### src/rtl/pw_pkg.sv
package pw_pkg;
  // Access kinds
  localparam logic [1:0] ACC_RD = 2'd0;
  localparam logic [1:0] ACC_WR = 2'd1;
  localparam logic [1:0] ACC_FX = 2'd2;

  // Entry bit positions
  localparam int BIT_P  = 0;
  localparam int BIT_W  = 1;
  localparam int BIT_U  = 2;
  localparam int BIT_A  = 5;
  localparam int BIT_D  = 6;
  localparam int BIT_PS = 7;
  localparam int BIT_NX = 63;

  typedef enum logic [2:0] {
    S_IDLE, S_RD, S_WAIT, S_WB, S_DONE, S_FAULT
  } walk_st_e;

  typedef struct packed {
    logic prot;
    logic wr;
    logic usr;
  } cause_t;
endpackage

### src/rtl/pw_idx_sel.sv
module pw_idx_sel #(
  parameter int VA_W   = 48,
  parameter int IDX_W  = 9,
  parameter int OFF_W  = 12,
  parameter int LEVELS = 4,
  localparam int LVL_W = $clog2(LEVELS)
) (
  input  logic [VA_W-1:0]  vaddr,
  input  logic [LVL_W-1:0] level,
  output logic [IDX_W-1:0] idx
);
  logic [IDX_W-1:0] idx_arr [LEVELS];

  // Level 0 uses the highest index field.
  for (genvar g = 0; g < LEVELS; g++) begin : g_lvl
    assign idx_arr[g] = vaddr[OFF_W + IDX_W*(LEVELS-1-g) +: IDX_W];
  end

  assign idx = idx_arr[level];
endmodule

### src/rtl/pw_perm.sv
module pw_perm
  import pw_pkg::*;
(
  input  logic [1:0] acc,
  input  logic       user,
  input  logic       eff_w,
  input  logic       eff_u,
  input  logic       eff_nx,
  output logic       viol
);
  always_comb begin
    viol = 1'b0;
    if (acc == ACC_WR && !eff_w)  viol = 1'b1;
    if (acc == ACC_FX && eff_nx)  viol = 1'b1;
    if (user && !eff_u)           viol = 1'b1;
  end
endmodule

### src/rtl/pt_walker.sv
module pt_walker
  import pw_pkg::*;
#(
  parameter int VA_W     = 48,
  parameter int PA_W     = 52,
  parameter int IDX_W    = 9,
  parameter int OFF_W    = 12,
  parameter int LEVELS   = 4,
  parameter int LP_LEVEL = 2,
  parameter int ENT_W    = 64
) (
  input  logic              clk,
  input  logic              rst_n,
  input  logic              req_valid,
  output logic              req_ready,
  input  logic [VA_W-1:0]   req_vaddr,
  input  logic [1:0]        req_acc,
  input  logic              req_user,
  input  logic [PA_W-OFF_W-1:0] base_pfn,
  output logic              mem_req_valid,
  input  logic              mem_req_ready,
  output logic              mem_req_write,
  output logic [PA_W-1:0]   mem_req_addr,
  output logic [ENT_W-1:0]  mem_req_wdata,
  input  logic              mem_rsp_valid,
  input  logic [ENT_W-1:0]  mem_rsp_data,
  output logic              done,
  output logic [PA_W-1:0]   paddr,
  output logic              fault,
  output logic [2:0]        fault_cause
);
  localparam int FRAME_W = PA_W - OFF_W;
  localparam int LVL_W   = $clog2(LEVELS);
  localparam int LP_OFF  = OFF_W + IDX_W*(LEVELS-1-LP_LEVEL);
  localparam int ENT_SH  = $clog2(ENT_W/8);
  localparam logic [LVL_W-1:0] LAST_LVL = LVL_W'(LEVELS-1);
  localparam logic [LVL_W-1:0] BIG_LVL  = LVL_W'(LP_LEVEL);

  walk_st_e            state_q, state_d;
  logic [LVL_W-1:0]    level_q, level_d;
  logic [VA_W-1:0]     va_q, va_d;
  logic [1:0]          acc_q, acc_d;
  logic                user_q, user_d;
  logic [FRAME_W-1:0]  table_q, table_d;
  logic [PA_W-1:0]     ent_addr_q, ent_addr_d;
  logic                eff_w_q, eff_w_d;
  logic                eff_u_q, eff_u_d;
  logic                eff_nx_q, eff_nx_d;
  logic [PA_W-1:0]     paddr_q, paddr_d;
  logic [ENT_W-1:0]    wdata_q, wdata_d;
  cause_t              cause_q, cause_d;

  logic [IDX_W-1:0]    idx;
  logic [PA_W-1:0]     entry_addr;
  logic [ENT_W-1:0]    rd;
  logic                w_n, u_n, nx_n, viol;
  logic                is_leaf, is_big, is_write, need_wb;
  logic [PA_W-1:0]     pa_leaf;
  logic [ENT_W-1:0]    wb_data;

  pw_idx_sel #(
    .VA_W(VA_W), .IDX_W(IDX_W), .OFF_W(OFF_W), .LEVELS(LEVELS)
  ) u_idx (
    .vaddr(va_q), .level(level_q), .idx(idx)
  );

  assign entry_addr = {table_q, {OFF_W{1'b0}}}
                    | ({{(PA_W-IDX_W){1'b0}}, idx} << ENT_SH);

  // Cumulative permissions including the entry now arriving
  assign rd       = mem_rsp_data;
  assign w_n      = eff_w_q & rd[BIT_W];
  assign u_n      = eff_u_q & rd[BIT_U];
  assign nx_n     = eff_nx_q | rd[BIT_NX];
  assign is_write = (acc_q == ACC_WR);
  assign is_big   = (level_q == BIG_LVL) && rd[BIT_PS];
  assign is_leaf  = (level_q == LAST_LVL) || is_big;
  assign pa_leaf  = is_big ? {rd[PA_W-1:LP_OFF], va_q[LP_OFF-1:0]}
                           : {rd[PA_W-1:OFF_W], va_q[OFF_W-1:0]};
  assign need_wb  = !rd[BIT_A] || (is_write && !rd[BIT_D]);
  assign wb_data  = rd | (ENT_W'(1) << BIT_A)
                       | (is_write ? (ENT_W'(1) << BIT_D) : '0);

  pw_perm u_perm (
    .acc(acc_q), .user(user_q), .eff_w(w_n), .eff_u(u_n),
    .eff_nx(nx_n), .viol(viol)
  );

  // Next-state logic
  always_comb begin
    state_d    = state_q;
    level_d    = level_q;
    va_d       = va_q;
    acc_d      = acc_q;
    user_d     = user_q;
    table_d    = table_q;
    ent_addr_d = ent_addr_q;
    eff_w_d    = eff_w_q;
    eff_u_d    = eff_u_q;
    eff_nx_d   = eff_nx_q;
    paddr_d    = paddr_q;
    wdata_d    = wdata_q;
    cause_d    = cause_q;
    unique case (state_q)
      S_IDLE: if (req_valid) begin
        va_d     = req_vaddr;
        acc_d    = req_acc;
        user_d   = req_user;
        table_d  = base_pfn;
        level_d  = '0;
        eff_w_d  = 1'b1;
        eff_u_d  = 1'b1;
        eff_nx_d = 1'b0;
        state_d  = S_RD;
      end
      S_RD: if (mem_req_ready) begin
        ent_addr_d = entry_addr;
        state_d    = S_WAIT;
      end
      S_WAIT: if (mem_rsp_valid) begin
        if (!rd[BIT_P]) begin
          cause_d = '{prot: 1'b0, wr: is_write, usr: user_q};
          state_d = S_FAULT;
        end else begin
          eff_w_d  = w_n;
          eff_u_d  = u_n;
          eff_nx_d = nx_n;
          if (!is_leaf) begin
            table_d = rd[PA_W-1:OFF_W];
            level_d = level_q + 1'b1;
            state_d = S_RD;
          end else if (viol) begin
            cause_d = '{prot: 1'b1, wr: is_write, usr: user_q};
            state_d = S_FAULT;
          end else begin
            paddr_d = pa_leaf;
            wdata_d = wb_data;
            state_d = need_wb ? S_WB : S_DONE;
          end
        end
      end
      S_WB:    if (mem_req_ready) state_d = S_DONE;
      S_DONE:  state_d = S_IDLE;
      S_FAULT: state_d = S_IDLE;
      default: state_d = S_IDLE;
    endcase
  end

  // State and data registers
  always_ff @(posedge clk or negedge rst_n) begin
    if (!rst_n) begin
      state_q    <= S_IDLE;
      level_q    <= '0;
      va_q       <= '0;
      acc_q      <= '0;
      user_q     <= 1'b0;
      table_q    <= '0;
      ent_addr_q <= '0;
      eff_w_q    <= 1'b0;
      eff_u_q    <= 1'b0;
      eff_nx_q   <= 1'b0;
      paddr_q    <= '0;
      wdata_q    <= '0;
      cause_q    <= '0;
    end else begin
      state_q    <= state_d;
      level_q    <= level_d;
      va_q       <= va_d;
      acc_q      <= acc_d;
      user_q     <= user_d;
      table_q    <= table_d;
      ent_addr_q <= ent_addr_d;
      eff_w_q    <= eff_w_d;
      eff_u_q    <= eff_u_d;
      eff_nx_q   <= eff_nx_d;
      paddr_q    <= paddr_d;
      wdata_q    <= wdata_d;
      cause_q    <= cause_d;
    end
  end

  assign req_ready     = (state_q == S_IDLE);
  assign mem_req_valid = (state_q == S_RD) || (state_q == S_WB);
  assign mem_req_write = (state_q == S_WB);
  assign mem_req_addr  = (state_q == S_WB) ? ent_addr_q : entry_addr;
  assign mem_req_wdata = wdata_q;
  assign done          = (state_q == S_DONE);
  assign fault         = (state_q == S_FAULT);
  assign paddr         = paddr_q;
  assign fault_cause   = cause_q;
endmodule

### config.mk
export PLATFORM = sky130hd
export DESIGN_NAME = pt_walker
export DESIGN_NICKNAME = d
export VERILOG_FILES = /design/src/rtl/pw_pkg.sv /design/src/rtl/pw_idx_sel.sv /design/src/rtl/pw_perm.sv /design/src/rtl/pt_walker.sv
export SDC_FILE = /design/constraint.sdc
export NUM_CORES = 1
export LEC_CHECK = 0
export CAP_MARGIN = 10
export CORE_ASPECT_RATIO = 1.5
export CORE_MARGIN = 8
export CORE_UTILIZATION = 35
export CTS_CLUSTER_DIAMETER = 30
export DETAILED_ROUTE_END_ITERATION = 7
export GPL_ROUTABILITY_DRIVEN = 0
export PLACE_DENSITY = 0.66
export SLEW_MARGIN = 30
export SYNTH_ARGS = -nofsm -noshare
export SYNTH_HDL_FRONTEND = slang
export SYNTH_SLANG_ARGS = --single-unit
### constraint.sdc
create_clock -name clk -period 2.4 [get_ports clk]
set_input_delay 0.48 -clock clk [delete_from_list [all_inputs] [get_ports clk]]
set_output_delay 0.48 -clock clk [all_outputs]
set_load 0.02 [all_outputs]
==> flow_metrics.env <==
export IMPL_final_cell_area_um2=15600
export IMPL_rsz0062_at_grt="true"
export IMPL_maxSlewHeadroom=0.593
export IMPL_yosysWarnings=0
export IMPL_maxCapViolations=0
export IMPL_synth_simple_gate_area_frac=0.143
export IMPL_tritoncts="built"
export IMPL_hpwlAfterDp_um=24000
export IMPL_period_share=1.00
export IMPL_syn_area_um2=10500
export IMPL_path_buf_inv=3
export IMPL_grt_antenna_before_repair=2
export IMPL_clockBufferDepth=3
export IMPL_first_pass_iters=4
export IMPL_ys_ff_latch=236
export IMPL_wl_per_cell_um=18.5
export IMPL_synthXorXnorAreaFrac=0
export IMPL_slowest_stage="mux4_2"
export IMPL_leakage_nw=7.44
export IMPL_powerDensity_nw_per_um2=1150
export IMPL_num_rows=77
export IMPL_synth_cell_types=36
export IMPL_crit_chain="buf_12 -> buf_4 -> mux4_2 -> nand2_1 -> nand2_1 -> buf_2"
export IMPL_cp_start_kind="flop"
export IMPL_fin_setup_tns_ps=-21.6
export IMPL_crit_family="multiplexers"
export IMPL_ys_seq_area_frac=0.563
export IMPL_die_y_um=228
export IMPL_pin_count=336
export IMPL_cts_sinks=236
export IMPL_root_buffer="clkbuf_16"
export IMPL_worstPathRequired_ps=1920
export IMPL_violations="setup timing"
export IMPL_fin_crit_ps=2410
export IMPL_yosys_area_share_adder=0.00239
export IMPL_synth_mux_area_frac=0.212
export IMPL_crit_fanout=8
export IMPL_max_stage_delay_ps=490
export IMPL_utilization=0.530
export IMPL_clock_latency_ps=510
export IMPL_setup_ws_ps=-7.18
export IMPL_drive_gt1_frac=0.218
export IMPL_coreArea_um2=29500
export IMPL_placed_area_um2=14400
export IMPL_hold_path_class="flop to flop"
export IMPL_dp_slack_ps=-166
export IMPL_track_usage=0.179
export IMPL_grt_pass1_wl_um=50000
export IMPL_port_buffers=332
export IMPL_hold_violations=0
export IMPL_areaGrowthSynthToFinish_pct=49.0
export IMPL_vdd_drop_max_v=0.000628
export IMPL_slew_viol_final=0
export IMPL_worst_slew_pin_slew_ps=608
export IMPL_status="finished with violations"
export IMPL_start_util=0.356
export IMPL_drc=0
export IMPL_fin_nets=1467
export IMPL_ant_nets=0
export IMPL_clk_pin_slew_worst_paths_ps=50
export IMPL_setup_viol=4
export IMPL_drt_iter0_markers=284
export IMPL_crit_type="flop to output port"
export IMPL_synth_top_family_by_area="multiplexers"
export IMPL_end_kind="output port"
export IMPL_synthCells=960
export IMPL_grt_overflow=0
export IMPL_cp_arrival_ps=1930
export IMPL_crit_top_cell="nand2_1"
export IMPL_chipWidth_um=157
export IMPL_routed_wl_um=32100
export IMPL_grt_pass1_vias=8599
export IMPL_fmax_mhz=415
export IMPL_cts_buffers=42
export IMPL_routed_via_count=7938
export IMPL_dieArea_um2=35900
export IMPL_syn_avg_cell_area_um2=10.9
export IMPL_grt_max_degree=63
export IMPL_synth_compound_area_share=0.0292
export IMPL_via_per_inst=4.59
export IMPL_htreeDepth=2
export IMPL_fin_skew_ps=10.1
-- state kept, by name (all words and copies together) (netlist names) --
| register | cells |
|---|---|
| fault_cause | 3 |
| table_q | 40 |
| eff_u_q | 1 |
| mem_req_wdata | 34 |
| paddr | 51 |
| va_q | 48 |
| state_q | 3 |
| user_q | 1 |
| level_q | 2 |
| eff_nx_q | 1 |
| eff_w_q | 1 |
| ent_addr_q | 49 |
| acc_q | 2 |
-- kinds of logic (layout without fill, tap and decap cells) --
logic type,after synthesis,count (layout)
flip-flops,236,236
AO/OA/AOI/OAI,57,57
buffers and inverters,92,462
AND/OR/NAND/NOR,379,379
multiplexers,193,193
adder cells (fa/ha/maj),2,2
other,1,5
-- final timing paths --
path / end / slack (ps) / depth (start not counted) / startpoint
setup / recovery: mem_req_addr[9] / -7 / 6 / level_q[0]
hold / removal: va_q[27] / 470 / 2 / va_q[27]
setup reg to reg: paddr[49] / 160 / 7 / state_q[1]
hold reg to reg: va_q[27] / 470 / 2 / va_q[27]
max in group asynchronous: table_q[25] / 1240 / 3 / rst_n
min in group asynchronous: paddr[15] / 520 / 2 / rst_n
-- placed cells by master, fill, tap and decap left out, types with 18 or more instances in the layout --
cell,n
nand2_1,348
clkdlybuf4s50_1,277
dfrtp_1,235
mux2_2,105
o21ai_0,47
clkbuf_16,43
mux2i_1,42
buf_2,39
mux2_1,37
buf_4,31
buf_12,18
-- per-stage QoR --
| stage | power (mW) | hold WS (ps) | std cells |
|---|---|---|---|
| 5_1_grt | 19.1 | 470 | 1729 |
| 6_report | 17.9 | 470 | 1729 |
| 3_5_place_dp | 12.9 | 461 | 1649 |
| 3_3_place_gp | 12.7 | 453 | 1649 |
| 2_1_floorplan | 9.67 | 184 | 962 |
| 4_1_cts | 18.4 | 463 | 1724 |
-- Yosys cell counts (all sizes together) --
| cell | n | share of area |
|---|---|---|
| or3b | 1 | 0.00084 |
| nand2 | 349 | 0.12 |
| o21ai | 47 | 0.022 |
| a211o | 1 | 0.00084 |
| nand3 | 3 | 0.0014 |
| buf | 53 | 0.036 |
| nand2b | 6 | 0.0036 |
| clkbuf | 33 | 0.012 |
| o2bb2ai | 2 | 0.0017 |
| nor4 | 2 | 0.0026 |
| mux2i | 42 | 0.040 |
| dfrtp | 236 | 0.56 |
| and2 | 1 | 0.00060 |
| conb | 1 | 0.00036 |
| o211ai | 1 | 0.00072 |
| nor3 | 1 | 0.00048 |
| ha | 2 | 0.0024 |
| nand3b | 1 | 0.00072 |
| mux2 | 142 | 0.15 |
| nor4bb | 1 | 0.00095 |
| inv | 6 | 0.0021 |
| nor3b | 2 | 0.0014 |
| nor2 | 8 | 0.0029 |
| mux4 | 9 | 0.019 |
| or2 | 2 | 0.0012 |
| a21oi | 3 | 0.0014 |
| nor4b | 2 | 0.0017 |
| a31oi | 1 | 0.00060 |
| o21a | 1 | 0.00072 |
| o221ai | 1 | 0.00084 |
-- metal layers --
layer	part of all wire	GRT usage	vias to the layer above
met5	0	0	-
met4	0.023	0.0654	0
met3	0.056	0.0403	39
met2	0.56	0.335	197
met1	0.36	0.191	3867
li1	-	-	3835
-- repair_timing --
| action | 4_1_cts | 5_1_grt |
|---|---|---|
| hold buffers | 1 | 0 |
| pin swaps | 2 | 2 |
| setup endpoints to repair | 50 | 46 |
| buffers inserted | 3 | 3 |
| endpoints found under the hold margin | 54 | 0 |
| cloned | 0 | 0 |
| resized for setup | 149 | 53 |
-- report_power, final --
part | internal (mW) | switching [mW]
clock | 3.67 | 1.89
sequential | 5.27 | 0.765
combinational | 2.76 | 3.54
-- final cells by class --
| type | instances | area (um^2) |
|---|---|---|
| Tap cell | 395 | 494 |
| Antenna cell | 2 | 5.00 |
| Fill cell | 2733 | 13900 |
| Clock buffer | 57 | 1200 |
| Timing Repair Buffer | 385 | 3760 |
| Clock inverter | 14 | 134 |
| Sequential cell | 236 | 5910 |
| Inverter | 6 | 22.5 |
| Multi-Input combinational cell | 634 | 4110 |
-- worst register-to-register path, delay by kind of cell (launching register included) --
family,cells,cell delay [ps]
simple gates,3,850
buf+inv,3,580
mux,1,360
flops,1,350
Note: power is estimated with default switching activity, not from simulation.
